<file path="src/rtl/btb_ras.sv">
module btb_ras #(
  parameter int ADDR_W    = 32,
  parameter int IDX_W     = 4,
  parameter int RAS_DEPTH = 4
) (
  input  logic              clk,
  input  logic              rst_n,
  input  logic [ADDR_W-1:0] fetch_pc,
  input  logic              ras_push,
  input  logic              ras_pop,
  input  logic              upd_valid,
  input  logic [ADDR_W-1:0] upd_pc,
  input  logic              upd_taken,
  input  logic              upd_uncond,
  input  logic [ADDR_W-1:0] upd_target,
  output logic              hit,
  output logic              pred_taken,
  output logic [ADDR_W-1:0] next_pc
);
  localparam int ENTRIES = 1 << IDX_W;
  localparam int TAG_W   = ADDR_W - IDX_W - 2;
  localparam int PTR_W   = $clog2(RAS_DEPTH);
  localparam int CNT_W   = $clog2(RAS_DEPTH + 1);

  logic [ENTRIES-1:0] vld;
  logic [TAG_W-1:0]   tags [ENTRIES];
  logic [ADDR_W-1:0]  tgts [ENTRIES];
  logic [1:0]         ctrs [ENTRIES];
  logic [ADDR_W-1:0]  stk  [RAS_DEPTH];
  logic [PTR_W-1:0]   ptr, ptr_a;
  logic [CNT_W-1:0]   cnt, cnt_a;

  wire [IDX_W-1:0]  fidx = fetch_pc[IDX_W+1:2];
  wire [TAG_W-1:0]  ftag = fetch_pc[ADDR_W-1:IDX_W+2];
  wire [IDX_W-1:0]  uidx = upd_pc[IDX_W+1:2];
  wire [TAG_W-1:0]  utag = upd_pc[ADDR_W-1:IDX_W+2];
  wire [ADDR_W-1:0] seq_pc = fetch_pc + ADDR_W'(4);
  wire              umatch = vld[uidx] && (tags[uidx] == utag);
  wire              pop_ok = ras_pop && (cnt != '0);
  wire [ADDR_W-1:0] top    = stk[PTR_W'(ptr - 1'b1)];
  wire              tbl_tk = hit && ctrs[fidx][1];

  assign hit        = vld[fidx] && (tags[fidx] == ftag);
  assign pred_taken = ras_pop ? pop_ok : tbl_tk;
  assign next_pc    = ras_pop ? (pop_ok ? top : seq_pc)
                              : (tbl_tk ? tgts[fidx] : seq_pc);

  assign ptr_a = pop_ok ? PTR_W'(ptr - 1'b1) : ptr;
  assign cnt_a = pop_ok ? CNT_W'(cnt - 1'b1) : cnt;

  always_ff @(posedge clk) begin
    if (!rst_n) vld <= '0;
    else if (upd_valid && !umatch && upd_taken) vld[uidx] <= 1'b1;
  end

  always_ff @(posedge clk) begin
    if (upd_valid) begin
      if (umatch) begin
        if (upd_taken) tgts[uidx] <= upd_target;
        if (upd_uncond)     ctrs[uidx] <= 2'b11;
        else if (upd_taken) ctrs[uidx] <= (ctrs[uidx] == 2'b11) ? 2'b11 : ctrs[uidx] + 2'b01;
        else                ctrs[uidx] <= (ctrs[uidx] == 2'b00) ? 2'b00 : ctrs[uidx] - 2'b01;
      end else if (upd_taken) begin
        tags[uidx] <= utag;
        tgts[uidx] <= upd_target;
        ctrs[uidx] <= upd_uncond ? 2'b11 : 2'b10;
      end
    end
  end

  always_ff @(posedge clk) begin
    if (!rst_n) begin
      ptr <= '0;
      cnt <= '0;
    end else if (ras_push) begin
      ptr <= PTR_W'(ptr_a + 1'b1);
      cnt <= (cnt_a == CNT_W'(RAS_DEPTH)) ? cnt_a : CNT_W'(cnt_a + 1'b1);
    end else begin
      ptr <= ptr_a;
      cnt <= cnt_a;
    end
  end

  always_ff @(posedge clk) begin
    if (ras_push) stk[ptr_a] <= seq_pc;
  end
endmodule


</file>
<file path="config.mk">
export PLATFORM = sky130hd
export DESIGN_NAME = btb_ras
export DESIGN_NICKNAME = d
export VERILOG_FILES = /design/src/rtl/btb_ras.sv
export SDC_FILE = /design/constraint.sdc
export NUM_CORES = 1
export LEC_CHECK = 0
export ABC_CLOCK_PERIOD_IN_PS = 8700
export CAP_MARGIN = 20
export CELL_PAD_IN_SITES_DETAIL_PLACEMENT = 1
export CELL_PAD_IN_SITES_GLOBAL_PLACEMENT = 1
export CORE_MARGIN = 2
export CORE_UTILIZATION = 50
export DETAILED_ROUTE_END_ITERATION = 8
export GPL_TIMING_DRIVEN = 0
export PLACE_DENSITY_LB_ADDON = 0.1
export REMOVE_ABC_BUFFERS = 1
export SLEW_MARGIN = 20
export SYNTH_ARGS = -nofsm -noshare
export SYNTH_HDL_FRONTEND = slang
export SYNTH_SLANG_ARGS = --single-unit
export TNS_END_PERCENT = 10
</file>
<file path="constraint.sdc">
create_clock -name clk -period 8.7 [get_ports clk]
set_input_delay 1.74 -clock clk [delete_from_list [all_inputs] [get_ports clk]]
set_output_delay 1.74 -clock clk [all_outputs]
set_load 0.02 [all_outputs]
</file>
Yosys cells after proc, flatten, opt, wreduce, memory -nomap -nowiden:

Memory sizes are Yosys's and may differ from the RTL's.
Index checks and enable logic that the tools add are counted.

* RAM bits: 1088
* flip-flop bits (word level): 21
* bits of input ports: 103
* output and inout port bits: 34
* word-level logic and storage cells: 80
* memories: 4

* equality and inequality tests: 4
* $lt $le $gt $ge: 3
* $add $sub $neg: 7
* muxes and demuxes: 44
* bitwise operators: 5
* reductions and logical operators: 10

Memory list
* tgts: words 16, bits a word 32, read ports 1, clocked after memory_dff 0, write ports 1, line 27 `logic [ADDR_W-1:0] tgts [ENTRIES];`
* tags: words 16, bits a word 26, read ports 2, clocked after memory_dff 0, write ports 1, line 26 `logic [TAG_W-1:0] tags [ENTRIES];`
* stk: words 4, bits a word 32, read ports 1, clocked after memory_dff 0, write ports 1, line 29 `logic [ADDR_W-1:0] stk [RAS_DEPTH];`
* ctrs: words 16, bits a word 2, read ports 2, clocked after memory_dff 0, write ports 1, line 28 `logic [1:0] ctrs [ENTRIES];`

Operators with widths (number)
* $mux W32: 4
* $eq A26 B26 Y1: 2
* $add A32 B3 Y32 const B: 1
* $mux W1: 27
* $or A16 B16 Y16: 1
* $mux W2: 7
* $lt A4 B5 Y1 const B: 2
* $mux W3: 3
* $bmux W1 S4: 2
* $logic_and A1 B1 Y1: 7
* $add A2 B1 Y2 const B: 2
* $demux W1 S4: 1
* $ge A4 B1 Y1 const B: 1
* $or A1 B1 Y1: 4
* $sub A2 B1 Y2 const B: 2
* $add A3 B1 Y3 const B: 1
* $eq A3 B3 Y1 const B: 1
* $reduce_bool A3 Y1: 1
* $sub A3 B1 Y3 const B: 1
* $eq A2 B2 Y1 const B: 1
* $logic_not A2 Y1: 1
* $logic_not A1 Y1: 1

Depth between registers and ports, before layout:

Gate-level depths: netlist of run 1.

* depth after elaboration: 9
* depth in mapped cells: 16
* mapped depth without buffers: 11

Worst setup path before layout of run 1:

OpenSTA, ideal clock, no wires.

* path kind: in2out
* start point: input fetch_pc[2]
* end point: output next_pc[2]
* cell stages on the path: 12
* buffers on the path: 5
* data arrival time: 5121 ps
* required time: 6960 ps
* setup slack: 1839 ps
* path through: buf_6 -> buf_8 -> buf_6 -> buf_2 -> mux4_2 -> a221oi_1 -> xor2_1 -> nand4_1 -> or4b_4 -> buf_6 -> o41ai_2 -> o211ai_1

* longest elaborated chain between the ends: 6
* elaborated cells between the ends (all ways): 12
* those cells by class: add/sub (1); eq/ne (1); mux (5); reduce/logical (2); memory (3)

RTL lines
* from (decl): line 8 `input logic [ADDR_W-1:0] fetch_pc,`
* $mem_v2 Z16 W26 / $bmux W1 S4 (equally long branches)
* $eq A26 B26 Y1 / $mux W1 (equally long branches): line 43 `assign hit = vld[fidx] && (tags[fidx] == ftag);`
* $logic_and A1 B1 Y1: line 43
* $logic_and A1 B1 Y1: line 41 `wire tbl_tk = hit && ctrs[fidx][1];`
* $mux W32: line 46 `: (tbl_tk ? tgts[fidx] : seq_pc);`
* $mux W32 *: line 45 `assign next_pc = ras_pop ? (pop_ok ? top : seq_pc)`
* to (decl): line 18 `output logic [ADDR_W-1:0] next_pc`

Mark *: on every way between the ends. The rest lies on a longest branch, timed or not. The select of a mux whose other input is x is not followed.

Final worst setup path of run 1:

* start point: input fetch_pc[2]
* end point: output next_pc[4]

The elaborated chain is that of the path after synthesis.

==> results.md, run 1 <==
- The flow ran to the end, and the final reports show no timing, DRC or antenna violations.
- The share of total power consumed by net switching is 25.03%.
- In this run the count of I/O pins placed on the die edge is 137.
- The fraction of final layout cells with drive strength greater than 1 is 28.30%.
- The type of the most critical hold path is register to register.
- The reg-to-reg startpoint is tags[3][14].
- The total track usage is 29.40%.
- The clock period could shrink to 8557 ps.
- The placed instances occupy a cell area of 53090 um^2.
- The detailed-route vias per instance is 6.704.
- In this design, the critical path's most frequently occurring cell is sky130_fd_sc_hd__buf_16.
- Buffers inserted during clock tree synthesis total 116.
- The initial standard-cell utilization of the core is 50.37%.
- The clock transition at the register clock pins on the worst setup and hold paths after CTS is 60 ps.
- The slowest stage of the critical path is the sky130_fd_sc_hd__or4b_4 cell.
- The final total negative setup slack is 0 ps.
- Yosys printed 0 warnings.
- The worst-case IR drop observed on VDD is 0.0001923 V.
- Counting flops with an async set or reset pin after synthesis yields a share of 0%.
- The synthesized design contains 1109 register bits.
- The first detailed-routing pass ran for 5 iterations.
- In this run the tool buffered the top-level ports with 134 buffer cells.
- Derived from the worst setup path, the maximum achievable clock frequency is 0.1169 GHz.
- The first global-routing pass estimated 209000 um of wire.
- The maximum count of clock buffers along a single path is 3.
- Each instance of the synthesized netlist takes up on average 18.99 um^2.
- In this run the remaining antenna-violating nets after routing total 0.
- The overall overflow remaining after global route is 0.
- By startpoint and endpoint, the worst setup path is classified as input port to primary output.
- The part of the total power dissipated in sequential elements is 46.6%.
- The worst slew slack as a fraction of its limit is 24.57%.
- The number of clock sinks seen by CTS is 1109.
- The leakage power is 0.01885 uW.
- Wires add up to 145000 um.
- The power share of the clock group is 39.2%.
- The layout-stage area growth over the synthesis result is 18.26%.
- Along the worst path, the maximum fanout reaches 32.
- The critical path launch point type is an input port.
- Buffers inserted to repair hold after CTS numbered 0.
- The post-route DRC violation count is 0.
- The critical path goes through buf_16 -> buf_16 -> buf_16 -> buf_16 -> mux4_1 -> mux4_2 -> xnor2_1 -> nand3_2 -> or4b_4 -> or4b_4 -> buf_12 -> o31ai_1 -> a31oi_1 -> clkdlybuf4s50_1.
- The transition time of the tightest slew-check pin is 1131 ps.
- The sequential-to-total area share from yosys stat is 68.03%.
- The die outline area is 99790 um^2.
- The final number of max-transition violations is 0.
- The detailed router finished its first iteration with 3479 violations.
- The die extent in x is 315.9 um.
- The row count is 114.
- The largest area contributor in the netlist is sky130_fd_sc_hd__edfxtp_1.
- Sorting the synthesized cells by area gives the leading types as sky130_fd_sc_hd__edfxtp_1 67%, sky130_fd_sc_hd__mux4_2 17%, sky130_fd_sc_hd__mux2i_1 2.8%.
- Clock tree synthesis selected as its root buffer the cell sky130_fd_sc_hd__clkbuf_16.
- The H-tree was split into 3 levels.
- For the worst setup path, the data required time is 6960 ps.
- The gate count after technology mapping is 2562.
- The average detailed-routed wire length per instance is 34.79 um.
- The total non-filler cell area in the finished layout is 57520 um^2.
- The number of global-route vias before repair is 28910.
- The fraction of synthesized cell area taken by the top area cell type is 67.17%.
- The number of endpoints with negative hold slack in the final report is 0.
- The maximum number of pins on one net before global-route repair is 74.
- The clock latency on the worst-skew pair is 720 ps.
- The startpoint of the worst setup timing path is fetch_pc[2].
- Counting flops with a built-in enable in the synthesized netlist gives 1088.
- Dividing total power by cell area gives a power density of 230.6 nW/um^2.
- The placer congestion estimate is 0.7884.
- The die is 315.9 um tall.
- The number of antenna violations at the first check in global routing is 11.
- The net count reported at finish is 2899.
- The internal portion of the total power is 9947 uW.
- In this run the power spent charging and discharging nets is 3320 uW.
- The number of endpoints failing setup at the final stage is 0.
- Setup repair after global routing could not meet its margin everywhere.
- The detailed-placement wirelength estimate is 95810 um.
- The number of maximum-capacitance constraint violations is 0.
- The capturing element type of the critical path is a primary output.
- For this run, the slowest stage of the critical path takes 640 ps.
- Data on the critical path arrives at its endpoint at 6820 ps.
- The TritonCTS clock tree is built.
- The netlist area before placement is 48640 um^2.
- In the finished design, the share of the clock period the worst path needs comes to 98.36%.
- The portion of total power attributed to combinational logic is 14.1%.
- The standard cell core area is 96570 um^2.
- The beginning of the worst hold path is vld[11].
- The detailed router placed 27940 vias in this run.
- For this run, the leading register cell type out of synthesis is sky130_fd_sc_hd__edfxtp_1.
- The post-route clock skew is 28.46 ps.
- After synthesis, the netlist uses 71 different library cells.
[final timing paths]
kind	end	slack (ps)	cells past startpoint
max	next_pc[4]	140	14
min	vld[11]	470	2
max reg2reg	tags[3][17]	3620	12
min reg2reg	vld[11]	470	2
[state kept, by name, indices dropped and copies added, names as in the netlist]
signal / flops
tgts: 512
tags: 416
stk: 128
ctrs: 32
vld: 16
cnt: 3
ptr: 2
[power by group through the flow]
stage	clock (uW)	sequential, uW	combinational, uW
final	5210	6190	1870
after global routing	5450	6200	1990
after global placement	0	6350	1870
after CTS	5260	6190	1880
after detailed placement	0	6300	1830
after floorplan	0	6300	906
[per-stage QoR]
| step | worst slack, ps | utilization [%] | std cells | power, uW | hold WS, ps |
|---|---|---|---|---|---|
| 3_3_place_gp | -19830 | 52.47 | 3790 | 8219 | 442.3 |
| 3_5_place_dp | -1188 | 54.98 | 3933 | 8129 | 469.2 |
| 5_1_grt | -93.74 | 59.56 | 4165 | 13640 | 504.4 |
| 6_report | 143.1 | 59.57 | 4168 | 13270 | 474.1 |
| 2_1_floorplan | 1089 | - | 2380 | 7204 | 431.9 |
| 4_1_cts | 10.64 | 59.50 | 4162 | 13320 | 478.5 |
[worst max-delay path: cells and delay by family]
kind                   cells  cell delay [ps]
multiplexers               2             1100
buffers and inverters      6             1740
XOR/XNOR                   1              200
AO/OA/AOI/OAI              2              410
AND/OR/NAND/NOR            3             1450
[routing by layer]
| layer | global-route usage [%] | part of all wire [%] | vias up | wire (um) |
|---|---|---|---|---|
| met5 | 0 | 0.077 | - | 111 |
| met1 | 42.61 | 41 | 15140 | 59900 |
| met2 | 45.77 | 47 | 1300 | 68840 |
| li1 | - | - | 11280 | - |
| met3 | 6.303 | 9.0 | 203 | 13020 |
| met4 | 7.712 | 2.2 | 16 | 3147 |
[cells in the mapped netlist, types with 6 or more instances]
cell type,instances
sky130_fd_sc_hd__nor2b_1,11
sky130_fd_sc_hd__buf_6,6
sky130_fd_sc_hd__a221oi_1,38
sky130_fd_sc_hd__inv_1,17
sky130_fd_sc_hd__buf_2,47
sky130_fd_sc_hd__mux2_2,7
sky130_fd_sc_hd__and2_1,15
sky130_fd_sc_hd__clkbuf_1,91
sky130_fd_sc_hd__xor2_1,27
sky130_fd_sc_hd__edfxtp_1,1088
sky130_fd_sc_hd__nor3_1,24
sky130_fd_sc_hd__mux2i_1,137
sky130_fd_sc_hd__xnor2_1,38
sky130_fd_sc_hd__a31oi_1,20
sky130_fd_sc_hd__o31ai_1,7
sky130_fd_sc_hd__a22oi_1,46
sky130_fd_sc_hd__dfxtp_1,21
sky130_fd_sc_hd__o31ai_2,10
sky130_fd_sc_hd__nand2b_1,8
sky130_fd_sc_hd__and3_1,63
sky130_fd_sc_hd__nand3_1,41
sky130_fd_sc_hd__and4_1,23
sky130_fd_sc_hd__nor2_1,57
sky130_fd_sc_hd__mux4_2,365
sky130_fd_sc_hd__buf_4,18
sky130_fd_sc_hd__a21oi_1,20
sky130_fd_sc_hd__buf_1,15
sky130_fd_sc_hd__a311oi_1,10
sky130_fd_sc_hd__nor4_1,15
sky130_fd_sc_hd__o21ai_0,31
sky130_fd_sc_hd__ha_1,9
sky130_fd_sc_hd__nand2_1,100
sky130_fd_sc_hd__a2111oi_0,7
sky130_fd_sc_hd__a211oi_1,17
sky130_fd_sc_hd__a22o_1,9
sky130_fd_sc_hd__nand4_1,32
[layout by cell type (no fill, tap or decap), types with 10 or more instances in the layout]
cell type | synthesis | routed
sky130_fd_sc_hd__edfxtp_1 | 1088 | 1088
sky130_fd_sc_hd__mux4_2 | 365 | 365
sky130_fd_sc_hd__mux2i_1 | 137 | 137
sky130_fd_sc_hd__clkbuf_16 | 0 | 118
sky130_fd_sc_hd__clkdlybuf4s50_1 | 0 | 112
sky130_fd_sc_hd__nand2_1 | 100 | 100
sky130_fd_sc_hd__buf_4 | 18 | 71
sky130_fd_sc_hd__and3_1 | 63 | 61
sky130_fd_sc_hd__a22oi_1 | 46 | 46
sky130_fd_sc_hd__nor2_1 | 57 | 39
sky130_fd_sc_hd__nand3_1 | 41 | 39
sky130_fd_sc_hd__xnor2_1 | 38 | 38
sky130_fd_sc_hd__a221oi_1 | 38 | 36
sky130_fd_sc_hd__buf_16 | 0 | 34
sky130_fd_sc_hd__nand4_1 | 32 | 32
sky130_fd_sc_hd__o21ai_0 | 31 | 31
sky130_fd_sc_hd__clkinv_2 | 0 | 29
sky130_fd_sc_hd__buf_12 | 0 | 29
sky130_fd_sc_hd__xor2_1 | 27 | 27
sky130_fd_sc_hd__and4_1 | 23 | 23
sky130_fd_sc_hd__a21oi_1 | 20 | 20
sky130_fd_sc_hd__bufinv_16 | 0 | 19
sky130_fd_sc_hd__dfxtp_1 | 21 | 19
sky130_fd_sc_hd__clkinv_1 | 2 | 17
sky130_fd_sc_hd__nor2_4 | 0 | 17
sky130_fd_sc_hd__buf_6 | 6 | 17
sky130_fd_sc_hd__nor3_2 | 0 | 16
sky130_fd_sc_hd__inv_1 | 17 | 15
sky130_fd_sc_hd__clkbuf_1 | 91 | 15
sky130_fd_sc_hd__nor4_1 | 15 | 14
sky130_fd_sc_hd__a31oi_1 | 20 | 14
sky130_fd_sc_hd__clkinvlp_4 | 0 | 11
sky130_fd_sc_hd__a211oi_1 | 17 | 10
sky130_fd_sc_hd__o31ai_2 | 10 | 10
sky130_fd_sc_hd__a311oi_1 | 10 | 10
sky130_fd_sc_hd__dlymetal6s2s_1 | 0 | 10
[timing repair]
item,in CTS,in global routing
gates cloned,6,0
endpoints found under the setup margin,34,22
setup buffers,5,0
pin swaps,3,2
resized for setup,28,14
[kinds of logic (layout without fill, tap and decap cells)]
kind of cell    count (synthesis)  after routing  share of synthesized area [%]
compound gates                259            259                          4.028
xor+xnor                       65             65                          1.170
fa+ha+maj                       9              9                         0.2315
buf+inv                       202            525                          2.027
flops                        1109           1109                          68.03
mux                           512            512                          20.04
other cells                     0              5                              0
simple gates                  406            408                          4.466
[layout make-up]
type	count	area (um^2)
Multi-Input combinational cell	1253	14990
Inverter	20	78.83
Clock inverter	85	1016
Tap cell	1276	1597
Fill cell	8186	39040
Timing Repair Buffer	287	3729
Antenna cell	5	12.51
Sequential cell	1109	33100
Clock buffer	133	3009
No activity file was read; power rests on OpenSTA's default activity.
==> run 2: changes to the inputs <==
--- a/config.mk
+++ b/config.mk
@@ -10,8 +10,9 @@
 export CELL_PAD_IN_SITES_DETAIL_PLACEMENT = 1
 export CELL_PAD_IN_SITES_GLOBAL_PLACEMENT = 1
 export CORE_MARGIN = 2
-export CORE_UTILIZATION = 50
+export CORE_UTILIZATION = 30
 export DETAILED_ROUTE_END_ITERATION = 8
+export DONT_BUFFER_PORTS = 1
 export GPL_TIMING_DRIVEN = 0
 export PLACE_DENSITY_LB_ADDON = 0.1
 export REMOVE_ABC_BUFFERS = 1
==> run 2 against run 1 <==
Against the previous run:
- the flow now finishes with violations (slew limit, setup timing)
- count of clock-buffer cells in the layout increased by 35
- sequential cell count stayed put
- combinational power down 16%
- sequential share of layout area grew 0.74 points
- global-route usage decreased by 9.8 points
- register-to-register slack worse by 150 ps
- highest routed layer unchanged
==> results.md, run 2 (same netlist as run 1, synthesis figures left out) <==
- The largest registers in the layout are tgts (512), tags (416), stk (128).
- The worst-case setup margin in the final layout came to -300.3 ps (-443.4 ps).
- STA classifies the critical path endpoint as a primary output.
- The residual antenna-violating net count after detailed routing is 0 (unchanged).
- The transition time of the tightest slew-check pin is 1700 ps (+568.3 ps).
- The number of resized instances in the post-cts repair step is 0 (-100%).
- The detailed-route vias per instance came to 5.341 (-20%).
- The number of search-and-repair iterations in the first detailed-routing pass is 5 (unchanged).
- The register with the highest flop count is tgts.
- The standard cell core area is 160800 um^2 (+66%).
- The overall power of the completed layout is 13010 uW (-1.9%).
- The total power per unit cell area is 229.1 nW/um^2 (-0.66%).
- The cell with the biggest individual delay on the critical path is sky130_fd_sc_hd__o41ai_2.
- The number of maximum-capacitance constraint violations is 0 (unchanged).
- The number of endpoints failing setup at the final stage was 2 (+2).
- The H-tree level count is 4 (+1).
- The critical path buffer and inverter count is 0 (-6).
- Setup repair after global routing left no endpoint under its margin.
- The number of clock sinks seen by CTS is 1109 (unchanged).
- Leaving out fill and tap cells, the most frequent cell in the layout is sky130_fd_sc_hd__edfxtp_1.
- The flip-flop count of the largest register, all copies and words added is 512 (unchanged).
- The detailed-placement wirelength estimate is 105100 um (+9.7%).
- The clock latency on the worst-skew pair is 770 ps (+50 ps).
- The final number of max-transition violations is 56 (+56).
- The library cells used most frequently in the layout, excluding fill and tap cells, are 1088 x sky130_fd_sc_hd__edfxtp_1, 365 x sky130_fd_sc_hd__mux4_2, 137 x sky130_fd_sc_hd__mux2i_1, 135 x sky130_fd_sc_hd__clkbuf_16, 100 x sky130_fd_sc_hd__nand2_1.
- The total clock buffers created by CTS is 134 (+16%).
- The row count was 147 (+29%).
- The flow ran to the end, but the final reports show violations.
- Tracing the worst setup path back leads to its startpoint at fetch_pc[2].
- The layout-stage area growth over the synthesis result is 16.76%.
- The share of the clock period used by the worst path after layout is 103.5% (+5.1 points).
- The die outline area was 165400 um^2 (+66%).
- The final reports fail on slew limit, setup timing.
- The top-level I/O count was 137 (unchanged).
- The type of the most critical hold path is register to register.
- The clock transition at the register clock pins on the worst setup and hold paths after CTS came to 60 ps (about the same).
- The number of buffers inserted for hold repair after clock tree synthesis is 0 (unchanged).
- The die boundary height is 406.7 um (+29%).
- The fraction of final layout cells with drive strength greater than 1 is 28.02% (-0.28 points).
- The total detailed-routing wirelength is 161200 um (+11%).
- The average detailed-routed wire length per instance is 32.71 um (-6.0%).
- The number of buffers added for setup after CTS came to 0 (-5).
- The worst hold-check slack was 466.5 ps (-7.609 ps).
- STA classifies the critical path startpoint as an input port.
- The leakage power is 0.01802 uW (-4.4%).
- The initial standard-cell utilization of the core is 30.26% (-20 points).
- The critical path data required time is 6960 ps (about the same).
- The maximum count of clock buffers along a single path is 3 (unchanged).
- The net count reported at finish was 2771 (-4.4%).
- The total track usage was 19.61% (-9.8 points).
- The upper clock frequency limit is 0.1111 GHz (-4.9%).
- The highest net fanout along the worst path was 294 (+820%).
- The critical path is of the input port to primary output type.
- The minimum clock period is 9000 ps (+443.4 ps).
- The post-route DRC violation count is 0 (unchanged).
- The total of fill cells in the finished design is 15850 (+94%).
- The vias after detailed routing is 26320 (-5.8%).
- The number of antenna violations at the first check in global routing is 9 (-2).
- The CTS root buffer is sky130_fd_sc_hd__clkbuf_16.
- The worst IR drop on VDD was 0.0001690 V (-12%).
- The reg-to-reg startpoint is tags[15][14].
- The signal on the critical path passes through mux4_2 -> a22oi_1 -> a21oi_1 -> nor4_1 -> o2111a_1 -> nand3_2 -> o41ai_2 -> o211ai_1.
- The post-route clock skew came to 39.80 ps (+11.35 ps).
- The number of global-route vias before repair is 28590 (-1.1%).
- TritonCTS built the clock tree.
- The number of endpoints with negative hold slack in the final report is 0 (unchanged).
- The overall overflow remaining after global route is 0 (unchanged).
- The setup slack after placement is 74.05 ps (+1262 ps).
- The maximum number of pins on one net before global-route repair was 295 (+300%).
- The placer congestion estimate is 0.7375 (-6.5%).
- The kind of cell with the highest combined delay along the critical path is compound AO/OA/AOI/OAI gates.
- The die extent in x is 406.7 um (+29%).
- The port buffer count is 0 (-100%).
- The worst slew slack as a fraction of its limit is -13.32% (-38 points).
- The initial detailed-routing violation count is 1870 (-46%).
- The first-pass GRT wire length is 226400 um (+8.4%).
- The beginning of the worst hold path is vld[11].
- The longest individual stage delay on the worst path is 1040 ps (+400 ps).
- The arrival time at the worst endpoint is 7260 ps (+440 ps).
[run 2: final timing paths]
check / end / slack (ps) / depth (start not counted)
setup / recovery: next_pc[2] / -300 / 8
hold / removal: vld[11] / 470 / 2
setup reg to reg: tags[4][0] / 3470 / 12
hold reg to reg: vld[11] / 470 / 2
[run 2: report_power, final]
group	internal (uW)	switching, uW	total [uW]
Combinational	668	899	1570
Clock	2970	2290	5260
Sequential	6110	76.6	6190
Total	9750	3260	13000
[run 2: layer usage]
| metal | part of all wire (%) | track usage (%) | vias up |
|---|---|---|---|
| met2 | 49 | 32.64 | 659 |
| met3 | 7.2 | 5.991 | 184 |
| li1 | - | - | 11060 |
| met4 | 2.0 | 4.477 | 6 |
| met5 | 0.025 | 0 | - |
| met1 | 41 | 25.02 | 14410 |
[run 2: area by class of cell]
class	instances	area, um^2	area share, %
diodes	2	5.005	0.008812
clock buffers	168	3512	6.184
clock inverters	75	574.3	1.011
inverters	20	78.83	0.1388
multi-input cells	1251	14890	26.21
flip-flops and latches	1109	33100	58.28
well taps	2160	2703	4.759
repair buffers	143	1936	3.408
[run 2: worst min-delay path: cells and delay by family, from the launching register on]
family          cells  cell delay [ps]
compound gates      1               50
flops               1              320
simple gates        1               50
[run 2: per-stage QoR]
step / cells / setup TNS [ps] / utilization (%) / instance area (um^2)
finish: 4928 / -339.6 / 35.33 / 56790
global route: 4926 / 0 / 35.33 / 56790
CTS: 4925 / 0 / 35.32 / 56770
detailed placement: 4682 / 0 / 32.78 / 52690
global placement: 4540 / -916610 / 31.37 / 50430
floorplan: 2380 / 0 / - / 47730
